`src/rtl/rom_pager_pkg.sv`:
```
package rom_pager_pkg;

  // Strobes from the bus decoder to the paging datapath.
  typedef struct packed {
    logic portWr;   // accepted write to the paging port this cycle
    logic memCycle; // memory request active
    logic memWr;    // memory write strobe active
  } pager_strobes_t;

  // Field positions inside the stored paging byte.
  localparam int unsigned PG_B0   = 0;
  localparam int unsigned PG_B1   = 1;
  localparam int unsigned PG_B2   = 2;
  localparam int unsigned PG_WIDE = 3;
  localparam int unsigned PG_WEN  = 4;
  localparam int unsigned PG_SW128 = 5;
  localparam int unsigned PG_TRAP = 6;
  localparam int unsigned PG_ROM  = 7;

endpackage

```
`src/rtl/rom_pager_decode.sv`:
```
module rom_pager_decode
  import rom_pager_pkg::*;
#(
  parameter logic [7:0] PORT_ADDR   = 8'hD0,
  parameter bit         USE_EXT_SEL = 1'b0
) (
  input  logic           clk,
  input  logic           rstN,
  input  logic [7:0]     ioAddr,
  input  logic           iorqN,
  input  logic           mreqN,
  input  logic           wrN,
  input  logic           extSelN,
  output pager_strobes_t strobes,
  output logic           ulaBlock
);

  logic fullHit;
  logic extHit;

  // Full 8-bit decode of the port, or external select with A1/A0 qualification.
  assign fullHit = (ioAddr == PORT_ADDR) && !iorqN;
  assign extHit  = !extSelN && (ioAddr[1:0] == PORT_ADDR[1:0]);

  always_comb begin
    strobes.portWr   = (USE_EXT_SEL ? extHit : fullHit) && !wrN;
    strobes.memCycle = !mreqN;
    strobes.memWr    = !mreqN && !wrN;
  end

  // Keep the video chip away from the 0xD0..0xD3 group.
  assign ulaBlock = !iorqN && (!ioAddr[2] || !ioAddr[5]);

  p_ula_idle_r9: assert property (@(posedge clk) disable iff (!rstN)
    iorqN |-> !ulaBlock);

  p_wr_needs_strobe_r2: assert property (@(posedge clk) disable iff (!rstN)
    strobes.portWr |-> !wrN);

endmodule

```
`src/rtl/rom_pager_bank.sv`:
```
module rom_pager_bank
  import rom_pager_pkg::*;
#(
  parameter bit          BIG_FLASH = 1'b1,
  parameter int unsigned WINDOW_AW = 14,
  parameter int unsigned FLASH_AW  = BIG_FLASH ? WINDOW_AW + 5 : WINDOW_AW + 3
) (
  input  logic                clk,
  input  logic                rstN,
  input  pager_strobes_t      strobes,
  input  logic [7:0]          cpuData,
  input  logic [15:0]         cpuAddr,
  input  logic                m1N,
  input  logic                pageBit128,
  input  logic                exromMode,
  output logic [FLASH_AW-1:0] flashAddr,
  output logic                flashCeN,
  output logic                flashWeN,
  output logic                romDisable
);

  localparam int unsigned PAGE_BITS = FLASH_AW - WINDOW_AW;

  logic [7:0]           pageReg;
  logic                 firstSeen;
  logic                 wideMode;
  logic                 romOn;
  logic [PAGE_BITS-1:0] pageLines;
  logic                 line14;
  logic                 line15;
  logic                 line16;

  // Paging byte and sticky first-write flag.
  always_ff @(posedge clk or negedge rstN) begin
    if (!rstN) begin
      pageReg   <= '0;
      firstSeen <= 1'b0;
    end else if (strobes.portWr) begin
      pageReg   <= cpuData;
      firstSeen <= 1'b1;
    end
  end

  assign wideMode   = BIG_FLASH && pageReg[PG_WIDE];
  assign romDisable = !pageReg[PG_ROM] && firstSeen;
  assign romOn      = !romDisable;

  // Line 14/15/16 choice for the eight-page arrangement.
  always_comb begin
    if (exromMode) begin
      line14 = cpuAddr[14];
      line15 = cpuAddr[15];
      line16 = 1'b1;
    end else begin
      line14 = pageReg[PG_SW128] ? pageBit128 : pageReg[PG_B0];
      line15 = pageReg[PG_TRAP]  ? m1N        : pageReg[PG_B1];
      line16 = pageReg[PG_B2];
    end
  end

  generate
    if (BIG_FLASH) begin : g_wide
      logic [4:0] widePage;
      assign widePage = {pageReg[PG_TRAP], pageReg[PG_SW128],
                         pageReg[PG_B2], pageReg[PG_B1], pageReg[PG_B0]};
      always_comb begin
        if (wideMode && !exromMode) begin
          pageLines = widePage;
        end else if (wideMode) begin
          pageLines = {widePage[4:3], line16, line15, line14};
        end else begin
          pageLines = {2'b00, line16, line15, line14};
        end
      end
    end else begin : g_narrow
      assign pageLines = {line16, line15, line14};
    end
  endgenerate

  assign flashAddr = {pageLines, cpuAddr[WINDOW_AW-1:0]};
  assign flashCeN  = !(strobes.memCycle && romOn);
  assign flashWeN  = !(strobes.memWr && romOn && pageReg[PG_WEN]);

  p_hold_r2: assert property (@(posedge clk) disable iff (!rstN)
    !strobes.portWr |=> $stable(pageReg));

  p_sticky_r3: assert property (@(posedge clk) disable iff (!rstN)
    firstSeen |=> firstSeen);

  p_off_needs_flag_r3: assert property (@(posedge clk) disable iff (!rstN)
    romDisable |-> firstSeen);

  p_write_permit_r4: assert property (@(posedge clk) disable iff (!rstN)
    !flashWeN |-> (pageReg[PG_WEN] && !flashCeN));

  p_exrom_top_r7: assert property (@(posedge clk) disable iff (!rstN)
    (exromMode && !wideMode) |-> flashAddr[WINDOW_AW+2]);

  p_ce_gate_r10: assert property (@(posedge clk) disable iff (!rstN)
    !flashCeN |-> (strobes.memCycle && !romDisable));

endmodule

```
`src/rtl/rom_pager.sv`:
```
module rom_pager
  import rom_pager_pkg::*;
#(
  parameter logic [7:0]  PORT_ADDR   = 8'hD0,
  parameter bit          USE_EXT_SEL = 1'b0,
  parameter bit          BIG_FLASH   = 1'b1,
  parameter int unsigned WINDOW_AW   = 14,
  parameter int unsigned FLASH_AW    = BIG_FLASH ? WINDOW_AW + 5 : WINDOW_AW + 3
) (
  input  logic                clk,
  input  logic                rstN,
  input  logic [15:0]         cpuAddr,
  input  logic [7:0]          cpuData,
  input  logic                iorqN,
  input  logic                mreqN,
  input  logic                wrN,
  input  logic                m1N,
  input  logic                extSelN,
  input  logic                pageBit128,
  input  logic                exromMode,
  output logic [FLASH_AW-1:0] flashAddr,
  output logic                flashCeN,
  output logic                flashWeN,
  output logic                romDisable,
  output logic                ulaBlock
);

  pager_strobes_t strobes;

  rom_pager_decode #(
    .PORT_ADDR  (PORT_ADDR),
    .USE_EXT_SEL(USE_EXT_SEL)
  ) u_decode (
    .clk     (clk),
    .rstN    (rstN),
    .ioAddr  (cpuAddr[7:0]),
    .iorqN   (iorqN),
    .mreqN   (mreqN),
    .wrN     (wrN),
    .extSelN (extSelN),
    .strobes (strobes),
    .ulaBlock(ulaBlock)
  );

  rom_pager_bank #(
    .BIG_FLASH(BIG_FLASH),
    .WINDOW_AW(WINDOW_AW),
    .FLASH_AW (FLASH_AW)
  ) u_bank (
    .clk       (clk),
    .rstN      (rstN),
    .strobes   (strobes),
    .cpuData   (cpuData),
    .cpuAddr   (cpuAddr),
    .m1N       (m1N),
    .pageBit128(pageBit128),
    .exromMode (exromMode),
    .flashAddr (flashAddr),
    .flashCeN  (flashCeN),
    .flashWeN  (flashWeN),
    .romDisable(romDisable)
  );

endmodule

```
`config.mk`:
```
export PLATFORM = sky130hd
export DESIGN_NAME = rom_pager
export DESIGN_NICKNAME = d
export VERILOG_FILES = /design/src/rtl/rom_pager_pkg.sv /design/src/rtl/rom_pager_decode.sv /design/src/rtl/rom_pager_bank.sv /design/src/rtl/rom_pager.sv
export SDC_FILE = /design/constraint.sdc
export NUM_CORES = 1
export LEC_CHECK = 0
export BUFFER_PORTS_ARGS = -buffer_cell sky130_fd_sc_hd__buf_2
export CAP_MARGIN = 20
export CORE_UTILIZATION = 38
export DETAILED_ROUTE_END_ITERATION = 12
export PLACE_DENSITY = 0.91
export RECOVER_POWER = 25
export SLEW_MARGIN = 0
export SYNTH_ARGS = -nofsm -noshare
export SYNTH_HDL_FRONTEND = slang
export SYNTH_HIERARCHICAL = 1
export SYNTH_SLANG_ARGS = --single-unit
```
`constraint.sdc`:
```
create_clock -name clk -period 2 [get_ports clk]
set_input_delay 0 -clock clk [delete_from_list [all_inputs] [get_ports clk]]
set_output_delay 0 -clock clk [all_outputs]
set_load 0.02 [all_outputs]
```
Word-level counts from Yosys, hierarchy flattened

Cells that the tools add are included.

Bits in latches: 0
Logic and storage cells: 30
RAM bits: 0
Register bits after elaboration: 9
ROM bits: 0
Memories kept: 0
Output and inout port bits: 23
Input bits: 33

Mux-type cells: 7
Multipliers: 0
Magnitude comparators: 0
Bitwise logic cells: 0
Divide/modulo/power cells: 0
$add $sub $neg: 0
Eq/ne operators: 1
Reductions and logical operators: 20
Shifts and indexed selects: 0

Operators with widths:

| kind                                 | count |
|---|---|
| logical NOT 1 bit                    | 10 |
| 2-to-1 mux 5 bit                     | 2 |
| logical AND 1 bit                    | 9 |
| == test 8 bit, second input constant | 1 |
| 2-to-1 mux 1 bit                     | 5 |
| logical OR 1 bit                     | 1 |

Longest topological paths before layout

Depth in word-level cells: 6
Gate-level depth with buffers: 5
Depth with buffers taken out: 4

Hierarchy

Netlist, hierarchy kept.

By module, submodules not included:

| module           | times used | area each (um^2) | cells an instance | sequential area each (um^2) |
|---|---|---|---|---|
| rom_pager_bank   | 1          | 556.8            | 52                | 225.2 |
| rom_pager_decode | 1          | 41.3             | 6                 | 0.0 |

Worst setup path before layout

OpenSTA, ideal clock, no wires.

Path type: input -> register
Start point: input cpuAddr[2]
End point: register u_bank.pageReg[2]
Setup time: 0.125 ns
Required time: 1.875 ns
Stages on the path: 4
Data arrival time: 1.227 ns
Slack: 0.648 ns
Buffers on the path: 1
Path through: or4_1 > nor4_2 > buf_6 > mux2_4

RTL lines:

| element                | RTL line             | source |
|---|---|---|
| start: declaration     | rom_pager.sv:12      | `input logic [15:0] cpuAddr,` |
| end signal: assignment | rom_pager_bank.sv:39 | `pageReg <= cpuData;` |
| end: declaration       | rom_pager_bank.sv:24 | `logic [7:0] pageReg;` |

Final worst setup path

Start point: register u_bank.pageReg[6]
End point: output flashAddr[15]

Longest elaborated chain between the ends: 4

RTL lines:

| element          | RTL line             | source |
|---|---|---|
| 2-to-1 mux 1 bit | rom_pager_bank.sv:56 | `line15 = pageReg[PG_TRAP] ? m1N : pageReg[PG_B1];` |
| 2-to-1 mux 1 bit | rom_pager_bank.sv:50 | `if (exromMode) begin` |
| 2-to-1 mux 5 bit | rom_pager_bank.sv:69 | `end else if (wideMode) begin` |
| 2-to-1 mux 5 bit | rom_pager_bank.sv:67 | `if (wideMode && !exromMode) begin` |
| end: declaration | rom_pager.sv:21      | `output logic [FLASH_AW-1:0] flashAddr,` |

No other way between the ends.

==> reports/results.ini <==
[run_status]
status = completed

[timing]
skew_ns = 0
max_slew_margin_pct = 80.6
final_hold_viol_count = 0
fmax_mhz = 768
slew_violations = 0
setup_viol = 0
finalCritPeriodShare_pct = 65.1
worst_pin_slew_ns = 0.287
rsz0062_at_grt = no
period_needed_ns = 1.30
fin_tns_setup_ns = 0

[route]
routedWlPerCell_um = 11.9
wirelength_um = 1350
vias = 552
final_antenna_net_count = 0
first_pass_iters = 3
drcViolationCount = 0
drtIter0Drc = 4
vias_per_cell = 4.84

[logic_synthesis]
syn_inst = 58
ys_types = 20
syn_nets = 91
post_synth.cell_area_avg_um2 = 10.3
yosysWarnings = 6
synthesis.area_um2 = 598
synth-seq-cells = 9
ys_seq_area_share_pct = 37.7

[clocking]
root_buffer = clkbuf_4
cts.sinks = 9
htree_levels = 1
cts_buffers = 3
clk_pin_slew_ns = 0.06
post_cts_buffers = 0
cts_hold_buf = 8
cts_resized = 0
insertion_delay_ns = 0.25
ctsLongestPathBuffers = 2
cts_tree = done

[final_layout]
synthToLayoutAreaGrowth_pct = 38.7
fillers = 132
final_common_cell = buf_2
n_antenna_cell = 0
fin_cells = 114
final_cell_mix = 38 x buf_2, 9 x dlygate4sd3_1, 9 x dfrtp_1
final_nets = 133
drive_above_1_share_pct = 51.5

[place]
gp_congestion = 0.762
dpl.cell_count = 101
portBuffers = 42
place_hpwl_um = 1060

[floorplan]
row_count = 13
coreArea_um2 = 1380
die-area_um2 = 1740
initial_utilization_pct = 43.3
die_w_um = 41.7
io_pins = 56
chipHeight_um = 41.7

[critical_path]
cp-start-kind = flip-flop
path_delay_family = flip-flops
crit_slowest_cell = dfrtp_1
path_max_fanout = 4
required_ns = 2.00
path_buf_inv = 1
crit_arrival_ns = 1.30
max_stage_delay_ns = 0.40
cp-end-kind = output pin
r2r_slack_ns = 1.14
worstPathCellList = nor2b_1 -> o311ai_1 -> buf_2
crit_type = flip-flop to output pin
cp_num_cells = 3
rr_worst_depth = 1

[run]
drv_cap = 0

[worst_hold_path]
hold_class = input pin to output pin
whs_path_depth = 0

[global_routing]
grt_overflow = 0
grt_max_degree = 12
antenna_found_initial = 0
grt_usage_pct = 14.9
grt_pass1_wl_um = 1970
grt_pass1_vias = 500

[pwr]
p_leak_nw = 0.448
pwr_density_cell_nw_per_um2 = 509
ir_drop_uv = 308

-- sequential cells by signal (all words and copies together) (netlist names) --
signal,flops
u_bank/pageReg,8
u_bank/firstSeen,1
-- final timing paths --
path	from	endpoint
setup / recovery	u_bank/pageReg[6]$_DFFE_PN0P_	flashAddr[15]
hold / removal	cpuAddr[12]	flashAddr[12]
setup reg to reg	u_bank/pageReg[3]$_DFFE_PN0P_	u_bank/pageReg[3]$_DFFE_PN0P_
hold reg to reg	u_bank/firstSeen$_DFFE_PN0P_	u_bank/firstSeen$_DFFE_PN0P_
max in group asynchronous	rstN	u_bank/firstSeen$_DFFE_PN0P_
min in group asynchronous	rstN	u_bank/pageReg[6]$_DFFE_PN0P_
-- where the power goes --
part / switching [mW] / total (mW) / internal [mW]
sequential: 0.00398 / 0.192 / 0.188
clock: 0.0537 / 0.130 / 0.0763
combinational: 0.0492 / 0.0996 / 0.0504
-- metrics by stage --
stage / util [%] / setup WS (ns) / area, um^2 / total power, mW / hold slack [ns]
after floorplan: - / 0.648 / 598 / 0.266 / -0.296
final: 60.0 / 0.697 / 830 / 0.422 / 0.0000165
after CTS: 59.6 / 0.687 / 825 / 0.429 / 0.000137
after global placement: 51.9 / 0.521 / 718 / 0.280 / -0.148
after global routing: 60.0 / 0.637 / 830 / 0.451 / 0.0000443
after detailed placement: 51.9 / 0.485 / 718 / 0.283 / -0.144
-- cell families after synthesis --
logic type | Yosys count | share of synthesized area (%)
AND/OR/NAND/NOR | 19 | 20.5
buffers and inverters | 19 | 22.0
flip-flops | 9 | 37.7
multiplexers | 6 | 14.4
AO/OA/AOI/OAI | 5 | 5.44
-- synthesized netlist by cell type --
library cell   n  area, um^2
nand4bb_1      2        22.5
buf_6          1        11.3
mux2_2         1        11.3
nand2_1        5        18.8
nor4_2         1        12.5
a21oi_1        1        5.00
nor2_1         1        3.75
mux2_4         5        75.1
nand2b_1       1        6.26
nand4b_1       1        8.76
o311ai_1       2        17.5
or4_1          1        7.51
o21ai_0        2        10.0
nand3_1        1        5.00
buf_4         14         105
nor2b_1        2        12.5
and2_1         2        12.5
inv_1          4        15.0
dfrtp_1        9         225
or2_2          2        12.5
-- routing by layer --
metal  global-route usage [%]  wire length [um]  vias to the layer above
met2                     30.6               754                       29
met1                     12.9               486                      252
li1                         -                 -                      267
met5                        0                 0                        -
met4                     4.52                 9                        0
met3                     5.22               101                        4
-- area by class of cell --
type | instances | area (um^2) | share of cell area (%)
Multi-Input combinational cell | 30 | 241 | 29.1
Tap cell | 15 | 18.8 | 2.26
Inverter | 4 | 15.0 | 1.81
Clock buffer | 4 | 26.3 | 3.17
Timing Repair Buffer | 52 | 303 | 36.5
Sequential cell | 9 | 225 | 27.1
Note: power is estimated with default switching activity, not from simulation.
